### src/rtl/cb_recovery_pkg.sv
package cb_recovery_pkg;

  typedef enum logic [1:0] {
    ST_PWM    = 2'd0,
    ST_FIRST  = 2'd1,
    ST_SECOND = 2'd2,
    ST_SYNC   = 2'd3
  } recState_t;

  // strobes from control to datapath
  typedef struct packed {
    logic capture;   // latch entry direction and deviation, start the measure
    logic track;     // one more first-interval sample
    logic loadSec;   // load the scaled second-interval length
    logic countSec;  // count down the second interval
  } dpCtrl_t;

  // status from datapath to control
  typedef struct packed {
    logic outWin;    // level away from the centre
    logic dirLow;    // latched: the entry was an undershoot
    logic extremum;  // valley or peak seen on this sample
    logic timeUp;    // measured time reached the timeout
    logic secLast;   // last cycle of the second interval
  } dpStat_t;

endpackage

### src/rtl/cb_recovery_dp.sv
module cb_recovery_dp
  import cb_recovery_pkg::*;
#(
  parameter int N_CMP      = 6,
  parameter int CNT_W      = 10,
  parameter int RATIO_W    = 8,
  parameter int RATIO_FRAC = 4
) (
  input  logic               clk,
  input  logic               rst_n,
  input  logic [N_CMP-1:0]   errCode,
  input  logic [RATIO_W-1:0] ratioCfg,
  input  logic [CNT_W-1:0]   timeoutCfg,
  input  dpCtrl_t            ctrl,
  output dpStat_t            stat
);
  localparam int LVL_W = $clog2(N_CMP + 1);
  localparam int MID   = N_CMP / 2;
  localparam int PROD_W = CNT_W + RATIO_W;
  localparam logic [CNT_W-1:0] CNT_MAX = '1;
  localparam logic signed [LVL_W:0] MID_S = (LVL_W+1)'(MID);

  logic [LVL_W-1:0] level;
  logic signed [LVL_W:0] levelS, devEntry, devNow, prevDev;
  logic lowSide, dirLow, stallSeen, rising;
  logic [CNT_W-1:0] measCnt, downCnt, secLen;
  logic [PROD_W-1:0] prod, scaled;

  // population count of the comparator code
  always_comb begin
    level = '0;
    for (int i = 0; i < N_CMP; i++)
      level = level + {{(LVL_W-1){1'b0}}, errCode[i]};
  end

  assign levelS   = signed'({1'b0, level});
  assign lowSide  = (int'(level) < MID);
  assign devEntry = lowSide ? (MID_S - levelS) : (levelS - MID_S);
  assign devNow   = dirLow  ? (MID_S - levelS) : (levelS - MID_S);
  assign rising   = (devNow > prevDev);

  // charge-balance scaling of the measured time
  assign prod   = PROD_W'(measCnt) * PROD_W'(ratioCfg);
  assign scaled = prod >> RATIO_FRAC;
  always_comb begin
    if (scaled > PROD_W'(CNT_MAX))  secLen = CNT_MAX;
    else if (scaled == '0)          secLen = CNT_W'(1);
    else                            secLen = scaled[CNT_W-1:0];
  end

  always_ff @(posedge clk or negedge rst_n) begin
    if (!rst_n) begin
      dirLow    <= 1'b0;
      prevDev   <= '0;
      stallSeen <= 1'b0;
      measCnt   <= '0;
      downCnt   <= '0;
    end else begin
      if (ctrl.capture) begin
        dirLow    <= lowSide;
        prevDev   <= devEntry;
        stallSeen <= 1'b0;
        measCnt   <= CNT_W'(1);
      end else if (ctrl.track) begin
        prevDev   <= devNow;
        stallSeen <= !rising;
        if (measCnt != CNT_MAX) measCnt <= measCnt + CNT_W'(1);
      end
      if (ctrl.loadSec)       downCnt <= secLen;
      else if (ctrl.countSec) downCnt <= downCnt - CNT_W'(1);
    end
  end

  assign stat.outWin   = (int'(level) != MID);
  assign stat.dirLow   = dirLow;
  assign stat.extremum = stallSeen && !rising;
  assign stat.timeUp   = (measCnt >= timeoutCfg);
  assign stat.secLast  = (downCnt == CNT_W'(1));

  AST_STROBE_ONEHOT: assert property (@(posedge clk) disable iff (!rst_n)
    $onehot0({ctrl.capture, ctrl.track, ctrl.loadSec, ctrl.countSec}));
  AST_MEAS_NO_WRAP: assert property (@(posedge clk) disable iff (!rst_n)
    ctrl.track |=> (measCnt != '0));
  AST_SEC_NONZERO: assert property (@(posedge clk) disable iff (!rst_n)
    ctrl.loadSec |=> (downCnt != '0));
  AST_SEC_COUNTDOWN: assert property (@(posedge clk) disable iff (!rst_n)
    (ctrl.countSec && !stat.secLast) |=> (downCnt == $past(downCnt) - CNT_W'(1)));

endmodule

### src/rtl/cb_recovery_fsm.sv
module cb_recovery_fsm
  import cb_recovery_pkg::*;
(
  input  logic    clk,
  input  logic    rst_n,
  input  logic    pwmIn,
  input  logic    periodStart,
  input  dpStat_t stat,
  output dpCtrl_t ctrl,
  output logic    gateOut,
  output logic    dynMode,
  output logic    histClear
);
  recState_t state, stateNext;

  always_comb begin
    stateNext = state;
    ctrl      = '0;
    unique case (state)
      ST_PWM: if (stat.outWin) begin
        ctrl.capture = 1'b1;
        stateNext    = ST_FIRST;
      end
      ST_FIRST: begin
        if (stat.extremum) begin
          ctrl.loadSec = 1'b1;
          stateNext    = ST_SECOND;
        end else if (stat.timeUp) begin
          stateNext = ST_SYNC;
        end else begin
          ctrl.track = 1'b1;
        end
      end
      ST_SECOND: begin
        ctrl.countSec = 1'b1;
        if (stat.secLast) stateNext = ST_SYNC;
      end
      ST_SYNC: if (periodStart) stateNext = ST_PWM;
      default: stateNext = ST_PWM;
    endcase
  end

  always_ff @(posedge clk or negedge rst_n) begin
    if (!rst_n) begin
      state     <= ST_PWM;
      histClear <= 1'b0;
    end else begin
      state     <= stateNext;
      histClear <= (state == ST_SYNC) && periodStart;
    end
  end

  always_comb begin
    unique case (state)
      ST_PWM:    gateOut = pwmIn;
      ST_FIRST:  gateOut = stat.dirLow;
      ST_SECOND: gateOut = !stat.dirLow;
      default:   gateOut = 1'b0;
    endcase
  end

  assign dynMode = (state != ST_PWM);

  AST_ENTRY_PROMPT: assert property (@(posedge clk) disable iff (!rst_n)
    (!dynMode && stat.outWin) |=> dynMode);
  AST_POLARITY_FLIP: assert property (@(posedge clk) disable iff (!rst_n)
    (state == ST_SECOND && $past(state) == ST_FIRST) |-> (gateOut != $past(gateOut)));
  AST_HIST_SINGLE: assert property (@(posedge clk) disable iff (!rst_n)
    histClear |=> !histClear);
  AST_HIST_IN_PWM: assert property (@(posedge clk) disable iff (!rst_n)
    histClear |-> !dynMode);

endmodule

### src/rtl/cb_recovery_ctrl.sv
module cb_recovery_ctrl
  import cb_recovery_pkg::*;
#(
  parameter int N_CMP      = 6,
  parameter int CNT_W      = 10,
  parameter int RATIO_W    = 8,
  parameter int RATIO_FRAC = 4
) (
  input  logic               clk,
  input  logic               rst_n,
  input  logic [N_CMP-1:0]   errCode,
  input  logic               pwmIn,
  input  logic               periodStart,
  input  logic [RATIO_W-1:0] ratioCfg,
  input  logic [CNT_W-1:0]   timeoutCfg,
  output logic               gateOut,
  output logic               dynMode,
  output logic               histClear
);
  dpCtrl_t ctrl;
  dpStat_t stat;

  cb_recovery_dp #(
    .N_CMP(N_CMP), .CNT_W(CNT_W), .RATIO_W(RATIO_W), .RATIO_FRAC(RATIO_FRAC)
  ) i_dp (
    .clk(clk), .rst_n(rst_n), .errCode(errCode), .ratioCfg(ratioCfg),
    .timeoutCfg(timeoutCfg), .ctrl(ctrl), .stat(stat)
  );

  cb_recovery_fsm i_fsm (
    .clk(clk), .rst_n(rst_n), .pwmIn(pwmIn), .periodStart(periodStart),
    .stat(stat), .ctrl(ctrl), .gateOut(gateOut), .dynMode(dynMode),
    .histClear(histClear)
  );

endmodule

### config.mk
export PLATFORM = sky130hd
export DESIGN_NAME = cb_recovery_ctrl
export DESIGN_NICKNAME = d
export VERILOG_FILES = /design/src/rtl/cb_recovery_pkg.sv /design/src/rtl/cb_recovery_dp.sv /design/src/rtl/cb_recovery_fsm.sv /design/src/rtl/cb_recovery_ctrl.sv
export SDC_FILE = /design/constraint.sdc
export NUM_CORES = 1
export LEC_CHECK = 0
export BUFFER_PORTS_ARGS = -buffer_cell sky130_fd_sc_hd__buf_2
export CORE_UTILIZATION = 44
export DETAILED_ROUTE_END_ITERATION = 12
export PLACE_DENSITY = 0.71
export SYNTH_ARGS = -nofsm -noshare
export SYNTH_HDL_FRONTEND = slang
export SYNTH_SLANG_ARGS = --single-unit
### constraint.sdc
create_clock -name clk -period 6.9 [get_ports clk]
set_input_delay 0.69 -clock clk [delete_from_list [all_inputs] [get_ports clk]]
set_output_delay 0.69 -clock clk [all_outputs]
set_load 0.02 [all_outputs]
* Word level (Yosys, flattened, before mapping)
Cells that the tools add are included.
** Storage, ports and cells
- Register bits :: 29
- Input bits :: 28
- Output and inout port bits :: 3
- Logic and storage cells :: 70
** Cells by class
- Add/sub/neg operators :: 9
- Multipliers :: 1
- Order comparisons :: 4
- Equality and inequality tests :: 10
- Multiplexer cells :: 27
- Reductions and logical operators :: 12
** Operators with widths (number)
- 10-bit two-way mux :: 7
- 18-bit logical NOT :: 1
- 10-bit by 8-bit multiplier with 18-bit output :: 1
- 4-bit two-way mux :: 4
- 14-bit by 10-bit greater-than comparator with 1-bit output, second input constant :: 1
- 3-bit by 1-bit adder with 3-bit output :: 4
- 2-bit two-way mux :: 6
- 10-bit by 1-bit adder with 10-bit output, second input constant :: 1
- 10-bit by 1-bit == test with 1-bit output, second input constant :: 1
- 10-bit >= comparator :: 1
- 10-bit != test, second input constant :: 1
- 10-bit by 1-bit subtractor with 10-bit output, second input constant :: 1
- 1-bit two-way mux :: 8
- 2-bit case mux with 4 select lines :: 1
- 2-bit nonzero test :: 4
- 2-bit != test, second input constant :: 3
- 3-bit != test, second input constant :: 2
- 2-bit == test, second input constant :: 2
- 4-bit greater-than comparator :: 1
- 4-bit AND reduction :: 1
- 2-bit by 3-bit subtractor with 4-bit output, first input constant :: 1
- 3-bit by 2-bit subtractor with 4-bit output, second input constant :: 1
- 3-bit by 2-bit less-than comparator with 1-bit output, second input constant :: 1
- 1-bit case mux with 3 select lines :: 1
- 6 further kinds :: 8

* Logic depth before layout (Yosys ltp)
- Depth after elaboration :: 14
- Gate-level depth with buffers :: 19
- Gate-level depth less buffers :: 18

* By module
A second synthesis with hierarchy kept.
** Unflattened totals
- Cell total of the unflattened synthesis :: 516
- Area, all modules :: 4698.3 µm²
** By module, submodules not included
- cb_recovery_dp :: times used 1, cells each 487, area each 4396.7 µm², sequential area each 650.6 µm²
- cb_recovery_fsm :: times used 1, cells each 29, area each 301.5 µm², sequential area each 75.1 µm²

* Worst setup path before layout
No wires, ideal clock.
- Path type :: input port to flip-flop
- From :: input ratioCfg[4]
- To :: register i_dp.downCnt[0]
- Setup time :: 129 ps
- Arrival :: 5053 ps
- Data required time :: 6771 ps
- Slack :: 1718 ps
- Stages on the path :: 16
- Path buffers :: 0
- Path through :: and2_1 > fa_1 > fa_1 > inv_1 > fa_1 > inv_1 > fa_1 > ha_1 > o21ai_1 > a221oi_1 > a221oi_2 > a41oi_2 > xor2_1 > or4_4 > nor4b_1 > o22ai_1
** Between the ends
- Longest elaborated chain between the ends :: 5
- Elaborated cells between the ends (all ways) :: 6
- Those cells by class :: 1 x mul; 1 x order compare; 3 x mux; 1 x reduce/logical
** RTL lines
- from (decl) :: RTL line cb_recovery_ctrl.sv:14 : input logic [RATIO_W-1:0] ratioCfg,
- 10-bit by 8-bit multiplier with 18-bit output * :: RTL line cb_recovery_dp.sv:43 : assign prod = PROD_W'(measCnt) * PROD_W'(ratioCfg);
- parallel branches: the longest is 2 deep, another holds 14-bit by 10-bit greater-than comparator with 1-bit output
- 10-bit two-way mux * :: RTL line cb_recovery_dp.sv:46 : if (scaled > PROD_W'(CNT_MAX)) secLen = CNT_MAX;
- 10-bit two-way mux * :: RTL line cb_recovery_dp.sv:69 : if (ctrl.loadSec) downCnt <= secLen;
- to (signal assigned) :: RTL line cb_recovery_dp.sv:69
- to (signal assigned) :: RTL line cb_recovery_dp.sv:70 : else if (ctrl.countSec) downCnt <= downCnt - CNT_W'(1);
- to (decl) :: RTL line cb_recovery_dp.sv:26 : logic [CNT_W-1:0] measCnt, downCnt, secLen;
Every way passes the cells marked *.
A chain may end at the register's enable or synchronous reset.

* Worst setup path in the final report
- From :: register i_dp.measCnt[3]
- To :: register i_dp.downCnt[6]
** Between the ends
- Longest elaborated chain between the ends :: 5
- Elaborated cells between the ends (all ways) :: 6
- Those cells by class :: 1 x mul; 1 x order compare; 3 x mux; 1 x reduce/logical
** RTL lines
- from (decl) :: RTL line cb_recovery_dp.sv:26
- from (signal assigned) :: RTL line cb_recovery_dp.sv:67 : if (measCnt != CNT_MAX) measCnt <= measCnt + CNT_W'(1);
- 10-bit by 8-bit multiplier with 18-bit output * :: RTL line cb_recovery_dp.sv:43
- parallel branches: the longest is 2 deep, another holds 14-bit by 10-bit greater-than comparator with 1-bit output
- 10-bit two-way mux * :: RTL line cb_recovery_dp.sv:46
- 10-bit two-way mux * :: RTL line cb_recovery_dp.sv:69
Marked as above.

==> metrics <==
outcome complete, no violations; final critical-path share of the clock period 79.7%; Vias/cell 5.43; drt pass-1 iters 4; vias in the first global route between 3k and 4k; Worst-Margin Slew 0.866 ns; buffer count from post-CTS setup fixing 0; total power 0.00115 W; Final GP Congestion 0.842; first-pass GRT wire length ~17000 um; CTS root buf clkbuf_8; Final #Nets 689; asr flop ratio synth 100%; FF+latch count, synth 29; CP Capture Point i_dp.downCnt[6]; final hold violations 0; TritonCTS clock tree yes; PostCTS Resize Cnt 0; Slew Limit Fails 0; maximum clock frequency 182 MHz; sequential fraction of the synthesis area 15.4%; Yosys warnings 0; antenna cell count 0; most frequent cells in the layout 68 x inv_1, 68 x and2_1, 62 x ha_1; Crit Reg-Reg Endpoint i_dp.downCnt[6]; Crit Reg-Reg Startpoint i_dp.measCnt[3]; largest net degree at the start of global routing 30; placed wire-length estimate 8170 um; H-tree levels 2; Tmin final 5.50 ns; Clock Latency Late Sink 0.28 ns; total of max-cap violations 0; EDFF count, synth 0; clock buffer depth 2; Leakage Power 2.69 nW; PD cells 226 nW/um^2; initial antenna violation count 0; full die area 11100 sq um; VDD IR max 0.000135 V; GRT overflow 0; CTS Buf Count 5; endpoints failing setup 0; # fillers 976; RSZ-0062 raised after global routing no; Main synth FF type dfrtp_1; GR Util All Layers 19.4%; Synth Instances between 500 and 600; clk slew on worst S/H paths 0.07 ns; Distinct cells, synth 50; chip width 105 um; Initial Util a little under half; required time worst endpoint around 7 ns; CP Data Arrival Time 5.65 ns; CP Capture Type flip-flop; Inst Count DP 677; syn_nets 670; Iter 0 DRT Violations 170; Avg Cell Area, Syn ~9 sq um; Post-DRT Antenna Nets 0; port bufs 30; critical path class reg2reg; Worst Skew 0.00981 ns; type of the worst min-delay path in2async; Synth-to-Final Area Change 7.92%; CP Launch Point i_dp.measCnt[3]; cell area after synthesis 4710 sq um; # hold bufs at CTS 0; Non-Filler Instances 685; final setup TNS 0 ns; worst reg-to-reg setup slack about 1.4 ns; share of layout cells above drive strength 1 8.56%; # DRC 0; routed wire length 10000 um; Startpoint Class flip-flop; relative slew slack 42.0%; Final Util 49.0%; Core Footprint 10400 sq um; FP Rows 37; via count 3722; R2R cell count 15; # IOs 31; drt wl/cell 14.6 um; Multi-input gate area 3660 sq um; Die Ht ~110 um; crit path max fanout 14; CTS Sinks 29; register area 726 sq um
Yosys cell counts (2+ instances only):
cell type,instances,share of area (%)
nand4_1,5,0.66
o21ai_0,13,1.4
a211oi_1,3,0.48
clkbuf_1,18,1.4
inv_1,68,5.4
nor2_1,29,2.3
ha_1,62,16
and4_1,3,0.56
fa_1,51,22
o21a_1,3,0.48
a31oi_1,5,0.66
nand3_1,13,1.4
nor3_1,6,0.64
o311ai_0,2,0.37
nor4b_1,4,0.74
o211ai_1,3,0.48
xor2_1,12,2.2
and3_1,4,0.53
dfrtp_1,29,15
and2_1,68,9.0
a21oi_1,26,2.8
xnor2_1,8,1.5
nand2b_1,11,1.5
mux2_2,2,0.48
a31o_2,2,0.37
mux2i_1,9,1.9
a21o_1,6,0.96
nor2b_1,4,0.53
nand2_1,35,2.8
nor4_1,5,0.66
layout make-up:
cell class	count	area share [%]
Multi-Input combinational cell	414	72.0
Sequential cell	29	14.3
Inverter	68	5.02
Tap cell	136	3.35
Timing Repair Buffer	30	2.96
Clock buffer	6	1.63
Clock inverter	2	0.739
report_power, final:
| part | internal, W | switching, W |
|---|---|---|
| Clock | 0.000117 | 0.0000701 |
| Combinational | 0.000277 | 0.000380 |
| Sequential | 0.000229 | 0.0000761 |
cells by family (layout without fill, tap and decap cells):
logic type | Yosys count | after routing | synth area share (%)
DFF | 29 | 29 | 15.4
and+or+nand+nor | 191 | 191 | 22.3
buffers and inverters | 86 | 106 | 6.86
adders and majority gates | 113 | 113 | 38.2
xor gates and xnor gates | 20 | 20 | 3.72
AOI/OAI and AO/OA | 79 | 79 | 11.2
muxes | 11 | 11 | 2.39
per-stage QoR:
stage               worst slack, ns  hold WS [ns]  instance area [sq um]
finish                         1.40         0.442                   5080
global route                   1.07         0.497                   5080
CTS                            1.40         0.466                   5080
detailed placement             1.19         0.503                   4960
global placement               1.29         0.488                   4960
floorplan                      1.72         0.394                   4710
sequential cells by signal (all words and copies together), names as in the netlist:
signal	count
i_fsm.state	2
i_dp.prevDev	4
i_dp.dirLow	1
i_dp.measCnt	10
i_dp.downCnt	10
i_dp.stallSeen	1
i_fsm.histClear	1
how the worst min path moves through the flow:
stage,from,end,slack (ns),cells past startpoint
2_1_floorplan,rst_n,i_dp.dirLow,0.39,0
3_3_place_gp,i_dp.prevDev[3],i_dp.prevDev[3],0.49,2
3_5_place_dp,i_dp.prevDev[3],i_dp.prevDev[3],0.50,2
4_1_cts,rst_n,i_dp.prevDev[0],0.47,1
5_1_grt,rst_n,i_dp.measCnt[9],0.50,1
6_report,rst_n,i_dp.measCnt[9],0.44,1
metal layers:
metal	global-route usage, %	part of all wire (%)	up-vias
li1	-	-	1798
met1	25.7	44	1833
met2	33.9	51	76
met3	2.16	3.1	15
met4	4.02	1.4	0
met5	0	0	-
worst max-delay path: stages, from the launching register on:
cell and delay [ns]:
dfrtp_1 0.71, nand2_1 0.16, fa_1 0.51, fa_1 0.49
inv_1 0.06, fa_1 0.51, fa_1 0.49, ha_1 0.35
a21oi_1 0.18, o211ai_1 0.13, a221oi_2 0.45, a41oi_2 0.18
xor2_1 0.18, or4_4 0.57, nor3_4 0.29, a21oi_1 0.12
Power figures use the tool's default switching activity.
